<file path="config.mk">
export PLATFORM = sky130hd
export DESIGN_NAME = rsmp_3to2
export DESIGN_NICKNAME = d
export VERILOG_FILES = /design/src/rtl/rsmp_pkg.sv /design/src/rtl/rsmp_hist.sv /design/src/rtl/rsmp_seq.sv /design/src/rtl/rsmp_mac.sv /design/src/rtl/rsmp_3to2.sv
export SDC_FILE = /design/constraint.sdc
export NUM_CORES = 2
export LEC_CHECK = 0
export BUFFER_PORTS_ARGS = -buffer_cell sky130_fd_sc_hd__buf_2
export CELL_PAD_IN_SITES_DETAIL_PLACEMENT = 1
export CELL_PAD_IN_SITES_GLOBAL_PLACEMENT = 2
export CORE_MARGIN = 3
export CORE_UTILIZATION = 47
export CTS_CLUSTER_DIAMETER = 30
export DETAILED_ROUTE_END_ITERATION = 12
export PLACE_DENSITY = 0.85
export SETUP_SLACK_MARGIN = 0.2
export SLEW_MARGIN = 30
export SYNTH_ARGS = -nofsm -noshare
export SYNTH_HDL_FRONTEND = slang
export SYNTH_SLANG_ARGS = --single-unit
</file>
<file path="constraint.sdc">
create_clock -name clk -period 34.6 [get_ports clk]
set_input_delay 10.38 -clock clk [delete_from_list [all_inputs] [get_ports clk]]
set_output_delay 10.38 -clock clk [all_outputs]
set_load 0.05 [all_outputs]
</file>
<file path="src/rtl/rsmp_pkg.sv">
package rsmp_pkg;

  typedef enum logic [1:0] {
    ST_IDLE = 2'd0,
    ST_RUN  = 2'd1,
    ST_OUT  = 2'd2
  } rsmp_state_e;

  // Triangular kernel: rises by STEP per tap to the centre, then falls back.
  function automatic int tap_coef(input int k, input int len, input int step);
    int rise;
    int fall;
    rise = k + 1;
    fall = len - k;
    return step * ((rise < fall) ? rise : fall);
  endfunction

endpackage

</file>
<file path="src/rtl/rsmp_hist.sv">
module rsmp_hist #(
  parameter int DW   = 24,
  parameter int TAPS = 16,
  parameter int IW   = (TAPS > 1) ? $clog2(TAPS) : 1
) (
  input  logic                 clk,
  input  logic                 rst_n,
  input  logic                 shift_en,
  input  logic signed [DW-1:0] din,
  input  logic [IW-1:0]        rd_idx,
  output logic signed [DW-1:0] dout
);

  logic signed [DW-1:0] line [TAPS];

  for (genvar g = 0; g < TAPS; g++) begin : g_stage
    if (g == 0) begin : g_head
      always_ff @(posedge clk or negedge rst_n) begin
        if (!rst_n)        line[g] <= '0;
        else if (shift_en) line[g] <= din;
      end
    end else begin : g_body
      always_ff @(posedge clk or negedge rst_n) begin
        if (!rst_n)        line[g] <= '0;
        else if (shift_en) line[g] <= line[g-1];
      end
    end
  end

  assign dout = line[rd_idx];

endmodule

</file>
<file path="src/rtl/rsmp_seq.sv">
module rsmp_seq
  import rsmp_pkg::*;
#(
  parameter int TAPS = 16,
  parameter int IW   = (TAPS > 1) ? $clog2(TAPS) : 1
) (
  input  logic          clk,
  input  logic          rst_n,
  input  logic          in_valid,
  input  logic          out_ready,
  output logic          in_ready,
  output logic          out_valid,
  output logic          in_fire,
  output logic          out_fire,
  output logic          mac_en,
  output logic          mac_ch,
  output logic [IW-1:0] mac_idx,
  output logic          mac_last,
  output logic [1:0]    phase
);

  localparam logic [IW-1:0] LAST_IDX = IW'(TAPS - 1);

  rsmp_state_e st;
  logic        parity;

  assign in_ready  = (st == ST_IDLE);
  assign out_valid = (st == ST_OUT);
  assign in_fire   = in_valid & in_ready;
  assign out_fire  = out_valid & out_ready;
  assign mac_en    = (st == ST_RUN);
  assign mac_last  = mac_en && (mac_idx == LAST_IDX);

  always_ff @(posedge clk or negedge rst_n) begin
    if (!rst_n) begin
      st      <= ST_IDLE;
      parity  <= 1'b0;
      phase   <= 2'd0;
      mac_idx <= '0;
      mac_ch  <= 1'b0;
    end else begin
      case (st)
        ST_IDLE: begin
          if (in_fire) begin
            st      <= ST_RUN;
            phase   <= parity ? 2'd1 : 2'd0;
            parity  <= ~parity;
            mac_idx <= '0;
            mac_ch  <= 1'b0;
          end
        end
        ST_RUN: begin
          if (mac_idx == LAST_IDX) begin
            mac_idx <= '0;
            if (mac_ch) begin
              mac_ch <= 1'b0;
              st     <= ST_OUT;
            end else begin
              mac_ch <= 1'b1;
            end
          end else begin
            mac_idx <= mac_idx + 1'b1;
          end
        end
        ST_OUT: begin
          if (out_ready) begin
            if (phase == 2'd0) begin
              phase <= 2'd2;
              st    <= ST_RUN;
            end else begin
              st <= ST_IDLE;
            end
          end
        end
        default: st <= ST_IDLE;
      endcase
    end
  end

endmodule

</file>
<file path="src/rtl/rsmp_mac.sv">
module rsmp_mac
  import rsmp_pkg::*;
#(
  parameter int DW   = 24,
  parameter int CW   = 18,
  parameter int AW   = 48,
  parameter int FRAC = 17,
  parameter int TAPS = 16,
  parameter int STEP = 218,
  parameter int IW   = (TAPS > 1) ? $clog2(TAPS) : 1
) (
  input  logic                 clk,
  input  logic                 rst_n,
  input  logic                 en,
  input  logic                 ch,
  input  logic [IW-1:0]        idx,
  input  logic                 last,
  input  logic [1:0]           phase,
  input  logic signed [DW-1:0] sample,
  output logic signed [DW-1:0] res_l,
  output logic signed [DW-1:0] res_r,
  output logic                 fin,
  output logic                 clip_hi,
  output logic                 clip_lo
);

  localparam int LEN = 3 * TAPS;
  localparam int KW  = $clog2(LEN);
  localparam int PW  = DW + CW;
  localparam logic signed [AW-1:0] HALF = AW'(1) << (FRAC - 1);
  localparam logic signed [AW-1:0] SMAX = {{(AW-DW+1){1'b0}}, {(DW-1){1'b1}}};
  localparam logic signed [AW-1:0] SMIN = {{(AW-DW+1){1'b1}}, {(DW-1){1'b0}}};

  // Gain of three for the zero-stuffing loss, then round half up and drop FRAC bits.
  function automatic logic signed [AW-1:0] gain_round(input logic signed [AW-1:0] a);
    logic signed [AW-1:0] g;
    g = (a <<< 1) + a + HALF;
    return g >>> FRAC;
  endfunction

  function automatic logic signed [DW-1:0] clip(input logic signed [AW-1:0] v);
    if (v > SMAX)      return SMAX[DW-1:0];
    else if (v < SMIN) return SMIN[DW-1:0];
    else               return v[DW-1:0];
  endfunction

  logic signed [CW-1:0] rom [LEN];
  for (genvar g = 0; g < LEN; g++) begin : g_rom
    assign rom[g] = CW'(tap_coef(g, LEN, STEP));
  end

  logic [KW-1:0]        tap_sel;
  logic signed [CW-1:0] coef;
  logic signed [PW-1:0] prod;
  logic signed [AW-1:0] prod_x;
  logic signed [AW-1:0] acc;
  logic signed [AW-1:0] sum;
  logic signed [AW-1:0] scaled;
  logic signed [DW-1:0] result;

  assign tap_sel = KW'(int'(phase) + 3 * int'(idx));
  assign coef    = rom[tap_sel];
  assign prod    = sample * coef;
  assign prod_x  = {{(AW-PW){prod[PW-1]}}, prod};
  assign sum     = acc + prod_x;
  assign scaled  = gain_round(sum);
  assign result  = clip(scaled);
  assign fin     = en && last;
  assign clip_hi = fin && (scaled > SMAX);
  assign clip_lo = fin && (scaled < SMIN);

  always_ff @(posedge clk or negedge rst_n) begin
    if (!rst_n) begin
      acc   <= '0;
      res_l <= '0;
      res_r <= '0;
    end else if (en) begin
      if (last) begin
        acc <= '0;
        if (ch) res_r <= result;
        else    res_l <= result;
      end else begin
        acc <= sum;
      end
    end
  end

endmodule

</file>
<file path="src/rtl/rsmp_3to2.sv">
module rsmp_3to2
  import rsmp_pkg::*;
#(
  parameter int DW   = 24,
  parameter int CW   = 18,
  parameter int AW   = 48,
  parameter int FRAC = 17,
  parameter int TAPS = 16,
  parameter int STEP = 218
) (
  input  logic                 clk,
  input  logic                 rst_n,
  input  logic                 in_valid,
  output logic                 in_ready,
  input  logic signed [DW-1:0] in_l,
  input  logic signed [DW-1:0] in_r,
  output logic                 out_valid,
  input  logic                 out_ready,
  output logic signed [DW-1:0] out_l,
  output logic signed [DW-1:0] out_r
);

  localparam int IW = (TAPS > 1) ? $clog2(TAPS) : 1;

  logic          in_fire;
  logic          out_fire;
  logic          mac_en;
  logic          mac_ch;
  logic [IW-1:0] mac_idx;
  logic          mac_last;
  logic [1:0]    phase;
  logic          fin;
  logic          clip_hi;
  logic          clip_lo;

  logic signed [DW-1:0] h_din  [2];
  logic signed [DW-1:0] h_dout [2];
  logic signed [DW-1:0] sample;

  assign h_din[0] = in_l;
  assign h_din[1] = in_r;

  rsmp_seq #(.TAPS(TAPS), .IW(IW)) i_seq (
    .clk(clk), .rst_n(rst_n),
    .in_valid(in_valid), .out_ready(out_ready),
    .in_ready(in_ready), .out_valid(out_valid),
    .in_fire(in_fire), .out_fire(out_fire),
    .mac_en(mac_en), .mac_ch(mac_ch), .mac_idx(mac_idx),
    .mac_last(mac_last), .phase(phase)
  );

  for (genvar c = 0; c < 2; c++) begin : g_chan
    rsmp_hist #(.DW(DW), .TAPS(TAPS), .IW(IW)) i_hist (
      .clk(clk), .rst_n(rst_n), .shift_en(in_fire),
      .din(h_din[c]), .rd_idx(mac_idx), .dout(h_dout[c])
    );
  end

  assign sample = mac_ch ? h_dout[1] : h_dout[0];

  rsmp_mac #(
    .DW(DW), .CW(CW), .AW(AW), .FRAC(FRAC),
    .TAPS(TAPS), .STEP(STEP), .IW(IW)
  ) i_mac (
    .clk(clk), .rst_n(rst_n),
    .en(mac_en), .ch(mac_ch), .idx(mac_idx), .last(mac_last),
    .phase(phase), .sample(sample),
    .res_l(out_l), .res_r(out_r),
    .fin(fin), .clip_hi(clip_hi), .clip_lo(clip_lo)
  );

endmodule

</file>
==> impl_results.md <==
- Synth area leader: dfrtp_1
- Async SR Flop Fraction: 1.00
- Dominant synthesized flop cell: dfrtp_1
- Yosys reg bits: 873
- Vias in the first global route: 41683
- Reg-to-reg slack, setup: 20000 ps
- Hpwl dp: 93200 um
- Synth Net Count: 5052
- TritonCTS buffer count: 197
- GPL Wtd Cong: 0.818
- Worst r2r src: i_seq.mac_idx[0]
- Die area: 123000 um2
- CTS root buf: clkbuf_16
- Slew margin rel.: 0.269
- Final instance area: 65600 um2
- CP required: 35250 ps
- CTS Hold Bufs: 0
- Top cells by area, synth: dfrtp_1 (39%), mux2_2 (16%), fa_1 (12%)
- Multi-input logic area: 31300 um2
- Yosys cell types: 84
- Leading cell type in the layout, fill and taps excluded: dfrtp_1
- CTS tree: built
- HP Class: register to register
- CTS HTree Levels: 4
- Fin crit period: 14600 ps
- Num Clock Sinks: 873
- Fmax: 68.5 MHz
- DR iter-0 viols: 2027
- Core area: 117000 um2
- Syn_area_per_cell: 12.7 um2
- Diodes inserted: 0
- Syn Std Cell Area: 55800 um2
- Pin count of the biggest net entering global routing: 178
- Filler cells: 11336
- CP Class: register to register
- Reg2Reg Capture Point: i_mac.res_r[14]
- Worst path max stage delay: 930 ps
- Tcrit/Tclk final: 0.422
- I/O Buffers: 101
- Clock buffer depth: 3
- DIE HEIGHT: 351 um
- Antenna violations before repair: 0
- Ys Warns: 0
- Crit path to: i_mac.res_r[14]
- TritonRoute pass-1 iters: 5
- Fin Setup TNS: 0 ps
- Clk_lat worst skew: 860 ps
- # rows: 125
- Initial Utilization: 0.477
- Slowest cell on crit path: dfrtp_4
- Register area share after synthesis: 0.392
- Vias per cell: 5.75
- Vias after detailed routing: 35816
- Status: completed
- Most frequent cells in the layout: dfrtp_1 (869), mux2_2 (771), inv_1 (471), fa_1 (335), nor2_1 (326)
- Detail Route Antenna Nets: 0
- Setup violators final: 0
- Post-synth EDFFs: 0
- R2r worst-path depth: 38
- Worst setup path startpoint: i_seq.mac_idx[0]
- Mapped Cells: 4406
- Share of the synthesized area in the top cell type: 0.392
- Final #Nets: 5180
- Layout cells sized above 1: 0.341
- WL per Instance: 24.6 um
- Maxcap violations: 0
- Data arrival, critical path: 15250 ps
- PostCTS Resize Cnt: 0
- RSZ-0062 raised after global routing: no
- Clock-pin slew on the worst setup and hold paths: 40 ps
- Number of placed I/O pins: 102
- First-pass GRT wire length: 246000 um
- Worst slew pin tran: 1100 ps
- Crit Path Max Fanout: 84
- Kind of start point of the critical path: register
- Final WL: 153000 um
- Max-slew violations: 0
- Area growth from synthesis to layout: 17.7%
- Final hold violation count: 0
- Placement Cell Area: 57900 um2
- Die extent in x: 351 um
- Post-CTS Setup Inserts: 0
- Global Route Usage Sum: 0.257
- Total global routing overflow: 0
- Remaining DRCs: 0
- Critical path endpoint category: register
- CP dominant cell by count: fa_1
- Sequential Area: 21900 um2
- Clock Skew: 116 ps
-- cells in the mapped netlist, drive strengths merged (56+ instances only) --
cell type,instances
nand2,116
clkbuf,191
fa,335
a21oi,110
ha,259
dfrtp,873
o21ai,91
xnor2,56
nand2b,66
inv,473
nor2,327
mux2,771
mux4,242
-- critical path, delay by kind of cell, from the launching register on --
family / cells / cell delay, ps
xor gates and xnor gates: 3 / 670
AOI/OAI and AO/OA: 12 / 3580
adders and majority gates: 9 / 4010
DFF: 1 / 930
buffers and inverters: 7 / 2630
muxes: 3 / 1350
and+or+nand+nor: 4 / 1010
-- metal layers --
metal | part of all wire | track usage | vias up
li1 | - | - | 15645
met1 | 0.42 | 0.320 | 19249
met2 | 0.52 | 0.455 | 673
met3 | 0.035 | 0.0417 | 249
met4 | 0.032 | 0.0916 | 0
met5 | 0 | 0 | -
-- worst min-delay path by stage --
stage,start,endpoint,cells after the start
floorplan,i_seq.parity,i_seq.parity,1
global placement,i_seq.parity,i_seq.parity,1
detailed placement,i_seq.parity,i_seq.parity,1
CTS,i_seq.parity,i_seq.parity,1
global route,g_chan[1].i_hist.line[75],g_chan[1].i_hist.line[51],1
finish,i_seq.parity,i_seq.parity,1
-- logic make-up (layout without fill, tap and decap cells) --
group,count (synthesis),after routing,share of synthesized area
adder cells (fa/ha/maj),594,594,0.178
flip-flops,873,873,0.392
AO/OA/AOI/OAI,459,459,0.0569
XOR/XNOR,82,82,0.0130
multiplexers,1039,1039,0.258
AND/OR/NAND/NOR,639,639,0.0519
buffers and inverters,720,1019,0.0502
-- registers in the layout (all words and copies together) (netlist names) --
| register | count |
|---|---|
| g_chan.i_hist.line | 768 |
| i_mac.acc | 47 |
| i_seq.parity | 1 |
| i_mac.res_l | 24 |
| i_seq.st | 2 |
| i_seq.mac_idx | 4 |
| i_seq.phase | 2 |
| i_mac.res_r | 24 |
| i_seq.mac_ch | 1 |
-- area by class of cell --
cell class	instances	area share
Multi-Input combinational cell	2813	0.476
Sequential cell	873	0.333
Clock buffer	248	0.0834
Clock inverter	122	0.0316
Tap cell	1524	0.0290
Inverter	474	0.0271
Timing Repair Buffer	175	0.0197
-- metrics by stage --
step,hold slack (ps),utilization,std cells,setup WS [ps]
detailed placement,463,0.495,5854,19710
global placement,450,0.494,5851,19700
global route,502,0.561,6229,19130
CTS,469,0.560,6224,19540
floorplan,436,-,4406,22530
finish,469,0.561,6229,20000
Power is left out: the tool's default activity adds up to more than one toggle a clock period on the data nets, which glitch-free logic cannot reach.
